$ cat config.mk
export PLATFORM = sky130hd
export DESIGN_NAME = trap_commit
export DESIGN_NICKNAME = d
export VERILOG_FILES = /design/src/rtl/trap_pkg.sv /design/src/rtl/trap_route.sv /design/src/rtl/trap_status_next.sv /design/src/rtl/trap_commit.sv
export SDC_FILE = /design/constraint.sdc
export NUM_CORES = 1
export LEC_CHECK = 0
export ABC_AREA = 1
export BUFFER_PORTS_ARGS = -buffer_cell sky130_fd_sc_hd__buf_2
export CORE_AREA = 2 2 173 175
export DETAILED_ROUTE_END_ITERATION = 10
export DIE_AREA = 0 0 175 177
export MAX_ROUTING_LAYER = met4
export PLACE_DENSITY_LB_ADDON = 0.1
export SKIP_LAST_GASP = 1
export SYNTH_ARGS = -nofsm -noshare
export SYNTH_HDL_FRONTEND = slang
export SYNTH_SLANG_ARGS = --single-unit
export TNS_END_PERCENT = 30
$ cat constraint.sdc
create_clock -name clk -period 2 [get_ports clk]
set_clock_uncertainty 0.1 [all_clocks]
set_input_delay 0.3 -clock clk [delete_from_list [all_inputs] [get_ports clk]]
set_output_delay 0.3 -clock clk [all_outputs]
set_load 0.01 [all_outputs]
$ cat src/rtl/trap_pkg.sv
// Shared types and status-word bit positions for the trap commit unit.
// Assumes the standard status layout: enables at 0/1/3, previous enables
// at 4/5/7, supervisor previous privilege at 8, machine at 12:11.
package trap_pkg;

    typedef enum logic [1:0] {
        PRV_U = 2'd0,
        PRV_S = 2'd1,
        PRV_H = 2'd2,
        PRV_M = 2'd3
    } priv_e;

    typedef enum logic [2:0] {
        DEST_NONE      = 3'd0,
        DEST_DBG_ENTER = 3'd1,
        DEST_DBG_REDIR = 3'd2,
        DEST_SUP       = 3'd3,
        DEST_MACH      = 3'd4
    } dest_e;

    localparam int ST_SIE    = 1;
    localparam int ST_MIE    = 3;
    localparam int ST_SPIE   = 5;
    localparam int ST_MPIE   = 7;
    localparam int ST_SPP    = 8;
    localparam int ST_MPP_LO = 11;
    localparam int ST_MPP_HI = 12;

    localparam logic [2:0] DBG_CAUSE_SWBP = 3'd1;

    // Privilege writes never land on the reserved level
    function automatic priv_e legal_priv(priv_e p);
        return (p == PRV_H) ? PRV_U : p;
    endfunction

endpackage

$ cat src/rtl/trap_route.sv
// Chooses where a trap goes: debug entry, debug redirect, supervisor or
// machine. Purely combinational; assumes XLEN is a power of two >= 8.
module trap_route
    import trap_pkg::*;
#(
    parameter int XLEN      = 32,
    parameter int BKPT_CODE = 3
) (
    input  logic            trap,
    input  logic [XLEN-1:0] cause,
    input  priv_e           priv,
    input  logic [XLEN-1:0] medeleg,
    input  logic [XLEN-1:0] mideleg,
    input  logic [3:0]      ebreak_en,
    input  logic [2:0]      dbg_cause,
    output dest_e           dest
);

    localparam int              IDXW   = $clog2(XLEN);
    localparam logic [XLEN-1:0] LIMIT  = XLEN[XLEN-1:0];
    localparam logic [XLEN-1:0] BKPT_W = BKPT_CODE[XLEN-1:0];

    logic            is_irq;
    logic [XLEN-1:0] idx;
    logic [XLEN-1:0] mask;
    logic            deleg_bit;
    logic            is_bkpt;

    // Strip the interrupt flag and select the matching delegation mask
    always_comb begin
        is_irq    = cause[XLEN-1];
        idx       = {1'b0, cause[XLEN-2:0]};
        mask      = is_irq ? mideleg : medeleg;
        deleg_bit = (idx < LIMIT) && mask[idx[IDXW-1:0]];
        is_bkpt   = (cause == BKPT_W);
    end

    // Priority: breakpoint to debug, in-debug redirect, S, then M
    always_comb begin
        dest = DEST_NONE;
        if (trap) begin
            if (is_bkpt && ebreak_en[priv])
                dest = DEST_DBG_ENTER;
            else if (dbg_cause != 3'd0)
                dest = DEST_DBG_REDIR;
            else if ((priv == PRV_U || priv == PRV_S) && deleg_bit)
                dest = DEST_SUP;
            else
                dest = DEST_MACH;
        end
    end

endmodule

$ cat src/rtl/trap_status_next.sv
// Builds the status word written on supervisor or machine entry.
// Combinational; assumes the bit layout held in trap_pkg.
module trap_status_next
    import trap_pkg::*;
#(
    parameter int XLEN = 32
) (
    input  logic [XLEN-1:0] status,
    input  priv_e           priv,
    input  logic            to_sup,
    output logic [XLEN-1:0] status_next
);

    logic prev_en;

    // Enable bit of the privilege being left, then stack it
    always_comb begin
        prev_en     = status[priv];
        status_next = status;
        if (to_sup) begin
            status_next[ST_SPIE] = prev_en;
            status_next[ST_SPP]  = priv[0];
            status_next[ST_SIE]  = 1'b0;
        end else begin
            status_next[ST_MPIE]             = prev_en;
            status_next[ST_MPP_HI:ST_MPP_LO] = priv;
            status_next[ST_MIE]              = 1'b0;
        end
    end

endmodule

$ cat src/rtl/trap_commit.sv
// Trap commit unit: registers all updates a trap needs one edge after the
// request. Holds no architectural state; the caller applies the strobes.
// Assumes at most one trap request per cycle.
module trap_commit
    import trap_pkg::*;
#(
    parameter int              XLEN         = 32,
    parameter int              BKPT_CODE    = 3,
    parameter logic [XLEN-1:0] DBG_ROM_ADDR = 'h800,
    parameter logic [XLEN-1:0] DBG_EXC_ADDR = 'h808
) (
    input  logic            clk,
    input  logic            rst_n,
    input  logic            i_trap,
    input  logic [XLEN-1:0] i_cause,
    input  logic [XLEN-1:0] i_epc,
    input  logic [XLEN-1:0] i_bad,
    input  logic            i_bad_vld,
    input  logic [1:0]      i_priv,
    input  logic [XLEN-1:0] i_status,
    input  logic [XLEN-1:0] i_medeleg,
    input  logic [XLEN-1:0] i_mideleg,
    input  logic [XLEN-1:0] i_stvec,
    input  logic [XLEN-1:0] i_mtvec,
    input  logic [2:0]      i_dbg_cause,
    input  logic [3:0]      i_ebreak_en,
    output logic            o_pc_we,
    output logic [XLEN-1:0] o_pc,
    output logic [XLEN-1:0] o_cause,
    output logic [XLEN-1:0] o_epc,
    output logic [XLEN-1:0] o_bad,
    output logic            o_s_we,
    output logic            o_s_bad_we,
    output logic            o_m_we,
    output logic            o_m_bad_we,
    output logic            o_status_we,
    output logic [XLEN-1:0] o_status,
    output logic            o_priv_we,
    output logic [1:0]      o_priv,
    output logic            o_dbg_we,
    output logic [2:0]      o_dbg_cause,
    output logic [1:0]      o_dbg_prv,
    output logic            o_resv_clr
);

    priv_e           cur_priv;
    dest_e           dest;
    logic [XLEN-1:0] st_next;

    assign cur_priv = priv_e'(i_priv);

    trap_route #(
        .XLEN      (XLEN),
        .BKPT_CODE (BKPT_CODE)
    ) u_route (
        .trap      (i_trap),
        .cause     (i_cause),
        .priv      (cur_priv),
        .medeleg   (i_medeleg),
        .mideleg   (i_mideleg),
        .ebreak_en (i_ebreak_en),
        .dbg_cause (i_dbg_cause),
        .dest      (dest)
    );

    trap_status_next #(
        .XLEN (XLEN)
    ) u_status (
        .status      (i_status),
        .priv        (cur_priv),
        .to_sup      (dest == DEST_SUP),
        .status_next (st_next)
    );

    // Register the chosen destination's updates as one-cycle strobes
    always_ff @(posedge clk) begin
        if (!rst_n) begin
            o_pc_we     <= 1'b0;
            o_pc        <= '0;
            o_cause     <= '0;
            o_epc       <= '0;
            o_bad       <= '0;
            o_s_we      <= 1'b0;
            o_s_bad_we  <= 1'b0;
            o_m_we      <= 1'b0;
            o_m_bad_we  <= 1'b0;
            o_status_we <= 1'b0;
            o_status    <= '0;
            o_priv_we   <= 1'b0;
            o_priv      <= PRV_M;
            o_dbg_we    <= 1'b0;
            o_dbg_cause <= '0;
            o_dbg_prv   <= '0;
            o_resv_clr  <= 1'b0;
        end else begin
            o_pc_we     <= 1'b0;
            o_s_we      <= 1'b0;
            o_s_bad_we  <= 1'b0;
            o_m_we      <= 1'b0;
            o_m_bad_we  <= 1'b0;
            o_status_we <= 1'b0;
            o_priv_we   <= 1'b0;
            o_dbg_we    <= 1'b0;
            o_resv_clr  <= 1'b0;
            unique case (dest)
                DEST_DBG_ENTER: begin
                    o_pc_we     <= 1'b1;
                    o_pc        <= DBG_ROM_ADDR;
                    o_epc       <= i_epc;
                    o_dbg_we    <= 1'b1;
                    o_dbg_cause <= DBG_CAUSE_SWBP;
                    o_dbg_prv   <= i_priv;
                    o_priv_we   <= 1'b1;
                    o_priv      <= legal_priv(PRV_M);
                end
                DEST_DBG_REDIR: begin
                    o_pc_we <= 1'b1;
                    o_pc    <= DBG_EXC_ADDR;
                end
                DEST_SUP: begin
                    o_pc_we     <= 1'b1;
                    o_pc        <= i_stvec;
                    o_cause     <= i_cause;
                    o_epc       <= i_epc;
                    o_bad       <= i_bad;
                    o_s_we      <= 1'b1;
                    o_s_bad_we  <= i_bad_vld;
                    o_status_we <= 1'b1;
                    o_status    <= st_next;
                    o_priv_we   <= 1'b1;
                    o_priv      <= legal_priv(PRV_S);
                    o_resv_clr  <= 1'b1;
                end
                DEST_MACH: begin
                    o_pc_we     <= 1'b1;
                    o_pc        <= i_mtvec;
                    o_cause     <= i_cause;
                    o_epc       <= i_epc;
                    o_bad       <= i_bad;
                    o_m_we      <= 1'b1;
                    o_m_bad_we  <= i_bad_vld;
                    o_status_we <= 1'b1;
                    o_status    <= st_next;
                    o_priv_we   <= 1'b1;
                    o_priv      <= legal_priv(PRV_M);
                    o_resv_clr  <= 1'b1;
                end
                default: ;
            endcase
        end
    end

    // a request always yields a PC load on the next edge, and only then
    p_pc_follows_trap_r12: assert property (@(posedge clk) disable iff (!rst_n)
        i_trap |=> o_pc_we);
    p_no_spurious_pc_r12: assert property (@(posedge clk) disable iff (!rst_n)
        !i_trap |=> !o_pc_we);
    // one destination at a time
    p_one_dest_r1: assert property (@(posedge clk) disable iff (!rst_n)
        $onehot0({o_s_we, o_m_we, o_dbg_we}));
    // reservation clear only with a supervisor or machine entry
    p_resv_with_entry_r10: assert property (@(posedge clk) disable iff (!rst_n)
        o_resv_clr |-> (o_s_we || o_m_we));
    // faulting address strobe never without its cause strobe
    p_sbad_needs_s_r7: assert property (@(posedge clk) disable iff (!rst_n)
        o_s_bad_we |-> o_s_we);
    // supervisor entry only from user or supervisor privilege
    p_sup_from_low_r6: assert property (@(posedge clk) disable iff (!rst_n)
        o_s_we |-> ($past(i_priv) <= 2'd1));
    // machine entry lands in machine privilege with MIE clear
    p_mach_state_r9: assert property (@(posedge clk) disable iff (!rst_n)
        o_m_we |-> (o_priv_we && o_priv == 2'd3 && !o_status[3]));
    // redirect writes nothing but the PC
    p_redir_quiet_r3: assert property (@(posedge clk) disable iff (!rst_n)
        (o_pc_we && o_pc == DBG_EXC_ADDR && !o_dbg_we) |-> !o_status_we);

endmodule

==> impl_table.tex, run 1 <==
\begin{tabular}{lr}
\hline
Metric & Value \\
\hline
\multicolumn{2}{l}{\textbf{Floorplanning}} \\
Count of boundary I/O pins & 445 \\
Die outline width & $\sim$180 microns \\
Die Height & 177 microns \\
Effective utilization at floorplan & 26.0\% \\
DIE AREA & between 30000 and 40000 sq um \\
Std cell rows & 63 \\
Core Area & between 20000 and 30000 sq um \\
\multicolumn{2}{l}{\textbf{Detailed routing}} \\
Residual DRC count & 0 \\
Length of the first detailed-routing pass in iterations & 4 \\
Total number of vias & 8667 \\
DR iter-0 viols & 430 \\
Vias per std cell & 4.36 \\
Routed len/inst & roughly 15 microns \\
Total detailed-routing wirelength & around 30000 microns \\
Final ANT Viol Nets & 0 \\
\multicolumn{2}{l}{\textbf{Synth}} \\
Area fraction in compound gates after synthesis & 13.1\% \\
XOR/XNOR share of the synthesized area & 0\% \\
Top-area cell type share of the netlist area & a little under half \\
Synth Area in Adders & 0\% \\
Library cell with the highest instance count after synthesis & sky130\_fd\_sc\_hd\_\_nor2\_1 \\
Simple-gate share of the synthesized area & about a third \\
Async set-reset flop share out of synthesis & 0\% \\
Top flip-flop cell by instance count after synthesis & sky130\_fd\_sc\_hd\_\_dfxtp\_1 \\
Multiplexer share of the synthesized area & less than 1\% \\
Ys Warns & 0 \\
Distinct cell type count of the synthesized netlist & 37 \\
Number of flip-flops and latches in the synthesized netlist & 172 \\
Mean cell area of the mapped netlist & $\sim$7 sq um \\
Post-synthesis instance total & 1087 \\
Library cell with the largest summed area after synthesis & sky130\_fd\_sc\_hd\_\_dfxtp\_1 \\
Sequential fraction of the synthesis area & approximately 45\% \\
Top post-synthesis cells by area & sky130\_fd\_sc\_hd\_\_dfxtp\_1 45\%, sky130\_fd\_sc\_hd\_\_nor2\_1 11\%, sky130\_fd\_sc\_hd\_\_nand2\_1 11\% \\
Commonest cells in the synthesized netlist & 221 x sky130\_fd\_sc\_hd\_\_nor2\_1, 220 x sky130\_fd\_sc\_hd\_\_nand2\_1, 172 x sky130\_fd\_sc\_hd\_\_dfxtp\_1 \\
Number of enable flip-flop cells after synthesis & 0 \\
Combinational family with the most area after synthesis & simple AND/OR/NAND/NOR gates \\
Summed instance area of the synthesized netlist & around 7600 sq um \\
\multicolumn{2}{l}{\textbf{Pwr}} \\
Power density over cell area & just over 700 nW/um\^{}2 \\
Static power due to leakage & between 6 and 7 nW \\
Worst IR drop on VDD & 0.518 mV \\
\multicolumn{2}{l}{\textbf{Clocking}} \\
Cts bufs inserted & 17 \\
Maximum clock path buffer count & 2 \\
Cell at the root of the clock tree & sky130\_fd\_sc\_hd\_\_clkbuf\_16 \\
CTS tree & built \\
Clock transition at path regs & 70 ps \\
Total number of clock tree sinks & 172 \\
H-tree depth & 4 \\
Latest clock arrival within the worst-skew pair & approximately 420 ps \\
\multicolumn{2}{l}{\textbf{Layout}} \\
Footprint of the multi-input gates & 3460 sq um \\
Layout filler cell count & 3230 \\
Number of nets at the end of the flow & 1852 \\
Share of cells above drive strength 1 & $\sim$36\% \\
Syn-to-layout area delta & 52.5\% \\
Area of all sequential standard cells & 3440 sq um \\
\multicolumn{2}{l}{\textbf{Setup path}} \\
Kind of end point of the critical path & register \\
Worst setup SP type & input pin \\
Setup Crit Path Kind & input pin to register \\
Crit-path most repeated cell & sky130\_fd\_sc\_hd\_\_nand2\_1 \\
Master of the slowest instance on the critical path & sky130\_fd\_sc\_hd\_\_nor2\_4 \\
Worst-path maximum fanout & 28 \\
Arrival time reported for the critical path endpoint & approximately 2100 ps \\
Reg2reg setup slack & roughly 1200 ps \\
Delay of the slowest critical-path stage & roughly 230 ps \\
Cells along the critical path & buf\_2, buf\_12, nand2\_1, nand3\_1, nand2\_1, nand2\_1, buf\_4, nand3\_1, nor2\_1, nor2\_1, nor2\_4, nand3\_2, nand2\_1, nand3\_1, a21oi\_1 \\
Required time worst endpoint & about 2300 ps \\
\multicolumn{2}{l}{\textbf{Place}} \\
Setup Slack @ Placement & -400 ps \\
Final HPWL DP & $\sim$23000 microns \\
Final estimated routing congestion in global placement & just under 0.8 \\
Number of port buffers & around 440 \\
\multicolumn{2}{l}{\textbf{Global routing}} \\
Met1 global-route usage & 24.2\% \\
Global-route wire length before repair & around 46000 microns \\
Via count of the first global-routing pass & roughly 8.4k \\
Fraction of met2 tracks used by global routing & between 30\% and 40\% \\
Remaining global-route overflow & 0 \\
Most used routing layer & met2 \\
GR Util met3 & about 4.6\% \\
Global-route usage over all layers & approximately 20\% \\
Largest net degree at the start of global routing & about 160 \\
Initial antenna violation count & 5 \\
\multicolumn{2}{l}{\textbf{Timing}} \\
Setup TNS & 0 ps \\
Max-Slew Margin vs Limit & around 52\% \\
Post-Route Hold Slack & approximately 21 ps \\
Number of max-slew violations in the final report & 0 \\
Number of setup violations in the final report & 0 \\
Transition at the pin with the smallest max-transition slack & just over 700 ps \\
Max frequency & roughly 540 MHz \\
RSZ-0062 raised after global routing & true \\
Minimum clock period & 1850 ps \\
Final hold viol count & 0 \\
Final setup margin & about 150 ps \\
Portion of the clock cycle consumed by the worst path in the final layout & 92.6\% \\
\multicolumn{2}{l}{\textbf{Flow run}} \\
Max-cap violations & 0 \\
\multicolumn{2}{l}{\textbf{Run status}} \\
Result of the run & finished clean \\
\multicolumn{2}{l}{\textbf{Min path}} \\
Class of the worst hold path & input pin to register \\
\hline
\end{tabular}
## final timing paths
path | from | endpoint | cells after the start
max | i_cause[31] | o_status[11] | 15
min | i_bad[26] | o_bad[26] | 3
max reg2reg | o_pc[8] | o_pc[8] | 4
min reg2reg | o_status[7] | o_status[7] | 2
## worst max-delay path, delay by kind of cell
kind / cells / cell delay (ps)
compound gates: 1 / 120
buf+inv: 3 / 510
simple gates: 11 / 1160
## where the power goes
| part | switching [W] | internal, W |
|---|---|---|
| clock network | 0.00153 | 0.00212 |
| logic | 0.000612 | 0.000546 |
| registers | 0.0000514 | 0.00354 |
## cell usage in the layout (no fill, tap or decap), drive strengths merged, types with 3 or more instances in the layout
master / count
buf: 521
dfxtp: 172
clkinv: 4
o21ai: 129
conb: 3
nand3: 105
clkbuf: 18
bufinv: 4
diode: 5
nor3: 7
inv: 81
dlygate4sd3: 30
nand4: 12
a21oi: 35
nand2: 223
o211ai: 16
nor2: 225
## state kept, by name (all words and copies together), names as in the netlist
signal,cells
o_priv,1
o_m_bad_we,1
o_epc,32
o_dbg_we,1
o_dbg_prv,2
o_s_bad_we,1
o_dbg_cause,1
o_pc_we,1
o_resv_clr,1
o_cause,32
o_bad,32
o_m_we,1
o_priv_we,1
o_pc,32
o_status,32
o_s_we,1
## logic make-up after synthesis
logic type,after synthesis
compound gates,185
buf+inv,152
flops,172
mux,1
other cells,2
simple gates,575
## per-stage QoR
stage	instances	cell area (sq um)	utilization, %	power (W)
detailed placement	1923	10600	36.3	0.00478
global route	1990	11600	39.7	0.00879
CTS	1984	11600	39.5	0.00854
floorplan	1088	7610	-	0.00418
global placement	1923	10600	36.3	0.00478
finish	1990	11600	39.7	0.00839
## per-layer routing
metal,up-vias,part of all wire (%)
met3,20,5.7
met2,275,48
met4,0,1.0
met1,3885,45
met5,-,0
li1,4487,-
## layout make-up
class,count,area share [%]
timing repair buffer,551,28.2
clock inverter,13,1.72
antenna,5,0.108
inverter,77,2.62
tap,390,4.20
sequential,172,29.7
clock buffer,18,3.70
multi-input combinational,764,29.8
## timing repair
item | in CTS | in global routing
resized for setup | 0 | 14
setup endpoints to repair | 0 | 147
hold buffers | 30 | 0
setup buffers | 0 | 1
endpoints found under the hold margin | 30 | 0
Note: power is estimated with default switching activity, not from simulation.
==> run 2, diff against run 1 <==
--- a/config.mk
+++ b/config.mk
@@ -7,13 +7,14 @@
 export LEC_CHECK = 0
 export ABC_AREA = 1
 export BUFFER_PORTS_ARGS = -buffer_cell sky130_fd_sc_hd__buf_2
-export CORE_AREA = 2 2 173 175
+export CORE_AREA = 2 2 174 176
 export DETAILED_ROUTE_END_ITERATION = 10
-export DIE_AREA = 0 0 175 177
+export DIE_AREA = 0 0 176 178
 export MAX_ROUTING_LAYER = met4
 export PLACE_DENSITY_LB_ADDON = 0.1
 export SKIP_LAST_GASP = 1
 export SYNTH_ARGS = -nofsm -noshare
 export SYNTH_HDL_FRONTEND = slang
+export SYNTH_HIERARCHICAL = 1
 export SYNTH_SLANG_ARGS = --single-unit
 export TNS_END_PERCENT = 30
==> run 2 against run 1 <==
The flow now finishes with violations (setup timing); power shrank 5.0%; combinational power hardly changed; critical path depth rose by 5; routed wire length rose by 6.2%; first-iteration DRC count fell by 23%; sequential share of layout area is 1.8 points lower; area after synthesis rose by 1.4%; core utilization is 2.3 points higher; via count is 2.8% higher; sequential power down 2%.
==> impl_table.tex, run 2 <==
\begin{tabular}{lr}
\hline
Metric & Value \\
\hline
\multicolumn{2}{l}{\textbf{Run status}} \\
Result of the run & finished with violations \\
Violated checks & setup timing \\
\multicolumn{2}{l}{\textbf{Detailed routing}} \\
Final ANT Viol Nets & 0 \\
Total number of vias & between 8k and 9k \\
Length of the first detailed-routing pass in iterations & 4 \\
Residual DRC count & 0 \\
DR iter-0 viols & approximately 330 \\
Total detailed-routing wirelength & 32500 microns \\
Routed len/inst & between 15 and 20 microns \\
Vias per std cell & approximately 4.4 \\
\multicolumn{2}{l}{\textbf{Floorplanning}} \\
Std cell rows & 63 \\
Core Area & $\sim$29000 sq um \\
Count of boundary I/O pins & 445 \\
Die outline width & between 150 and 200 microns \\
DIE AREA & $\sim$31000 sq um \\
Die Height & 178 microns \\
Effective utilization at floorplan & 26.2\% \\
\multicolumn{2}{l}{\textbf{Synth}} \\
Top post-synthesis cells by area & sky130\_fd\_sc\_hd\_\_dfxtp\_1 45\%, sky130\_fd\_sc\_hd\_\_nor2\_1 13\%, sky130\_fd\_sc\_hd\_\_nand2\_1 12\% \\
Sequential fraction of the synthesis area & 44.6\% \\
Number of enable flip-flop cells after synthesis & 0 \\
Library cell with the largest summed area after synthesis & sky130\_fd\_sc\_hd\_\_dfxtp\_1 \\
Library cell with the highest instance count after synthesis & sky130\_fd\_sc\_hd\_\_nor2\_1 \\
Distinct cell type count of the synthesized netlist & 27 \\
Top flip-flop cell by instance count after synthesis & sky130\_fd\_sc\_hd\_\_dfxtp\_1 \\
Commonest cells in the synthesized netlist & 268 x sky130\_fd\_sc\_hd\_\_nor2\_1, 247 x sky130\_fd\_sc\_hd\_\_nand2\_1, 172 x sky130\_fd\_sc\_hd\_\_dfxtp\_1 \\
Number of flip-flops and latches in the synthesized netlist & $\sim$170 \\
Mean cell area of the mapped netlist & roughly 6.8 sq um \\
Post-synthesis instance total & $\sim$1.1k \\
Ys Warns & 6 \\
Async set-reset flop share out of synthesis & 0\% \\
Summed instance area of the synthesized netlist & a little under 8000 sq um \\
Top-area cell type share of the netlist area & 44.6\% \\
\multicolumn{2}{l}{\textbf{Timing}} \\
Portion of the clock cycle consumed by the worst path in the final layout & 119\% \\
Minimum clock period & between 2000 and 2500 ps \\
Final setup margin & -379 ps \\
Post-Route Hold Slack & approximately 4.9 ps \\
Number of setup violations in the final report & between 150 and 200 \\
Final hold viol count & 0 \\
RSZ-0062 raised after global routing & true \\
Max frequency & around 420 MHz \\
Number of max-slew violations in the final report & 0 \\
\multicolumn{2}{l}{\textbf{Place}} \\
Final HPWL DP & about 22000 microns \\
Final estimated routing congestion in global placement & 0.835 \\
Setup Slack @ Placement & -922 ps \\
Number of port buffers & roughly 440 \\
\multicolumn{2}{l}{\textbf{Setup path}} \\
Worst setup path endpoint & o\_pc[19] \\
Reg2reg setup slack & 1220 ps \\
Number of cell instances on the worst register-to-register path & 2 \\
Arrival time reported for the critical path endpoint & 2640 ps \\
Capture instance of the worst register-to-register path & o\_status[31] \\
Worst setup SP type & input pin \\
Worst-path maximum fanout & 16 \\
Kind of end point of the critical path & register \\
Required time worst endpoint & roughly 2300 ps \\
CP Launch Point & i\_cause[31] \\
Reg2Reg Launch Point & o\_status[31] \\
Setup Crit Path Kind & input pin to register \\
\multicolumn{2}{l}{\textbf{Layout}} \\
Number of nets at the end of the flow & $\sim$1.9k \\
Syn-to-layout area delta & 60.0\% \\
Share of cells above drive strength 1 & a little under two fifths \\
Commonest cells after routing, fill and taps aside & 436 x sky130\_fd\_sc\_hd\_\_buf\_2, 262 x sky130\_fd\_sc\_hd\_\_nor2\_1, 238 x sky130\_fd\_sc\_hd\_\_nand2\_1, 172 x sky130\_fd\_sc\_hd\_\_dfxtp\_1, 93 x sky130\_fd\_sc\_hd\_\_nand3\_1 \\
Most frequent standard cell in the layout excluding fill and tap cells & sky130\_fd\_sc\_hd\_\_buf\_2 \\
\multicolumn{2}{l}{\textbf{Global routing}} \\
Global-route usage over all layers & about 20\% \\
Largest net degree at the start of global routing & between 70 and 80 \\
Global-route wire length before repair & approximately 47000 microns \\
Via count of the first global-routing pass & $\sim$8.6k \\
Initial antenna violation count & 3 \\
Remaining global-route overflow & 0 \\
\multicolumn{2}{l}{\textbf{Pwr}} \\
Power density over cell area & approximately 650 nW/um\^{}2 \\
Static power due to leakage & between 6 and 7 nW \\
Worst IR drop on VDD & $\sim$0.51 mV \\
\multicolumn{2}{l}{\textbf{Clocking}} \\
Latest clock arrival within the worst-skew pair & 430 ps \\
Total number of clock tree sinks & $\sim$170 \\
Cell at the root of the clock tree & sky130\_fd\_sc\_hd\_\_clkbuf\_16 \\
Maximum clock path buffer count & 2 \\
H-tree depth & 4 \\
Cts bufs inserted & 17 \\
Clock transition at path regs & around 80 ps \\
Hold bufs inserted after CTS & 46 \\
CTS tree & built \\
\multicolumn{2}{l}{\textbf{Flow run}} \\
Max-cap violations & 0 \\
\multicolumn{2}{l}{\textbf{Min path}} \\
Class of the worst hold path & input pin to register \\
\hline
\end{tabular}
==> run 2: worst min-delay path by stage <==
stage	start	end	depth (start not counted)
after floorplan	i_bad[0]	o_bad[0]	2
after global placement	o_dbg_cause[0]	o_dbg_cause[0]	2
after detailed placement	o_dbg_cause[0]	o_dbg_cause[0]	2
after CTS	i_status[4]	o_status[4]	3
after global routing	i_cause[19]	o_cause[19]	3
final	i_bad[3]	o_bad[3]	3
==> run 2: repair_timing <==
| action | 4_1_cts | 5_1_grt |
|---|---|---|
| gates resized for setup | 35 | 64 |
| setup endpoints to repair | 170 | 172 |
| cloned | 7 | 7 |
| endpoints found under the hold margin | 46 | 1 |
| pin swaps | 9 | 21 |
| setup buffers | 3 | 12 |
==> run 2: kinds of logic after synthesis <==
logic type             Yosys count  synth area share [%]
AND/OR/NAND/NOR                644                  34.3
flip-flops                     172                  44.6
buffers and inverters          186                  12.0
AO/OA/AOI/OAI                  137                  8.94
other                            2                0.0973
==> run 2: critical path: stages <==
cell	delay, ps
sky130_fd_sc_hd__buf_6	120
sky130_fd_sc_hd__buf_12	150
sky130_fd_sc_hd__buf_6	130
sky130_fd_sc_hd__nand2_1	50
sky130_fd_sc_hd__nand3_1	90
sky130_fd_sc_hd__nand3_1	80
sky130_fd_sc_hd__nand3_1	110
sky130_fd_sc_hd__nand3_1	120
sky130_fd_sc_hd__nand3_2	120
sky130_fd_sc_hd__nand3_2	120
sky130_fd_sc_hd__nand2_2	80
sky130_fd_sc_hd__nor2_4	190
sky130_fd_sc_hd__inv_4	60
sky130_fd_sc_hd__buf_4	140
sky130_fd_sc_hd__nand3_4	100
sky130_fd_sc_hd__nand2_4	70
sky130_fd_sc_hd__nor2_4	220
sky130_fd_sc_hd__buf_12	190
sky130_fd_sc_hd__nand2_1	60
sky130_fd_sc_hd__a21oi_1	110
==> run 2: area by class of cell <==
cell class | count | area, sq um
clock inverters | 13 | 131
diodes | 2 | 5.00
clock buffers | 17 | 425
flip-flops and latches | 172 | 3440
inverters | 88 | 358
well taps | 390 | 488
fillers | 3166 | 17100
repair buffers | 577 | 3920
multi-input cells | 784 | 3570
==> run 2: layer usage <==
metal	global-route usage, %	vias to the layer above	wire [microns]
met2	34.4	301	16100
met4	4.58	0	408
li1	-	4546	-
met1	24.2	4033	14000
met5	-	-	0
met3	4.39	26	2020
==> run 2: metrics by stage <==
stage | setup TNS [ps] | cells | power, W | cell area (sq um) | util, %
6_report | -53370 | 2043 | 0.00798 | 12300 | 42.0
5_1_grt | -81810 | 2043 | 0.00835 | 12300 | 42.0
4_1_cts | -50720 | 2024 | 0.00804 | 11900 | 40.6
3_5_place_dp | -143010 | 1939 | 0.00458 | 10600 | 35.9
3_3_place_gp | -140430 | 1939 | 0.00457 | 10600 | 35.9
2_1_floorplan | -55310 | 1142 | 0.00407 | 7860 | -
==> run 2: where the power goes <==
group	total, W	leakage (nW)	switching [W]	internal (W)
logic	0.00114	4.79	0.000572	0.000566
clock network	0.00330	0.269	0.00157	0.00174
registers	0.00353	1.39	0.0000362	0.00350
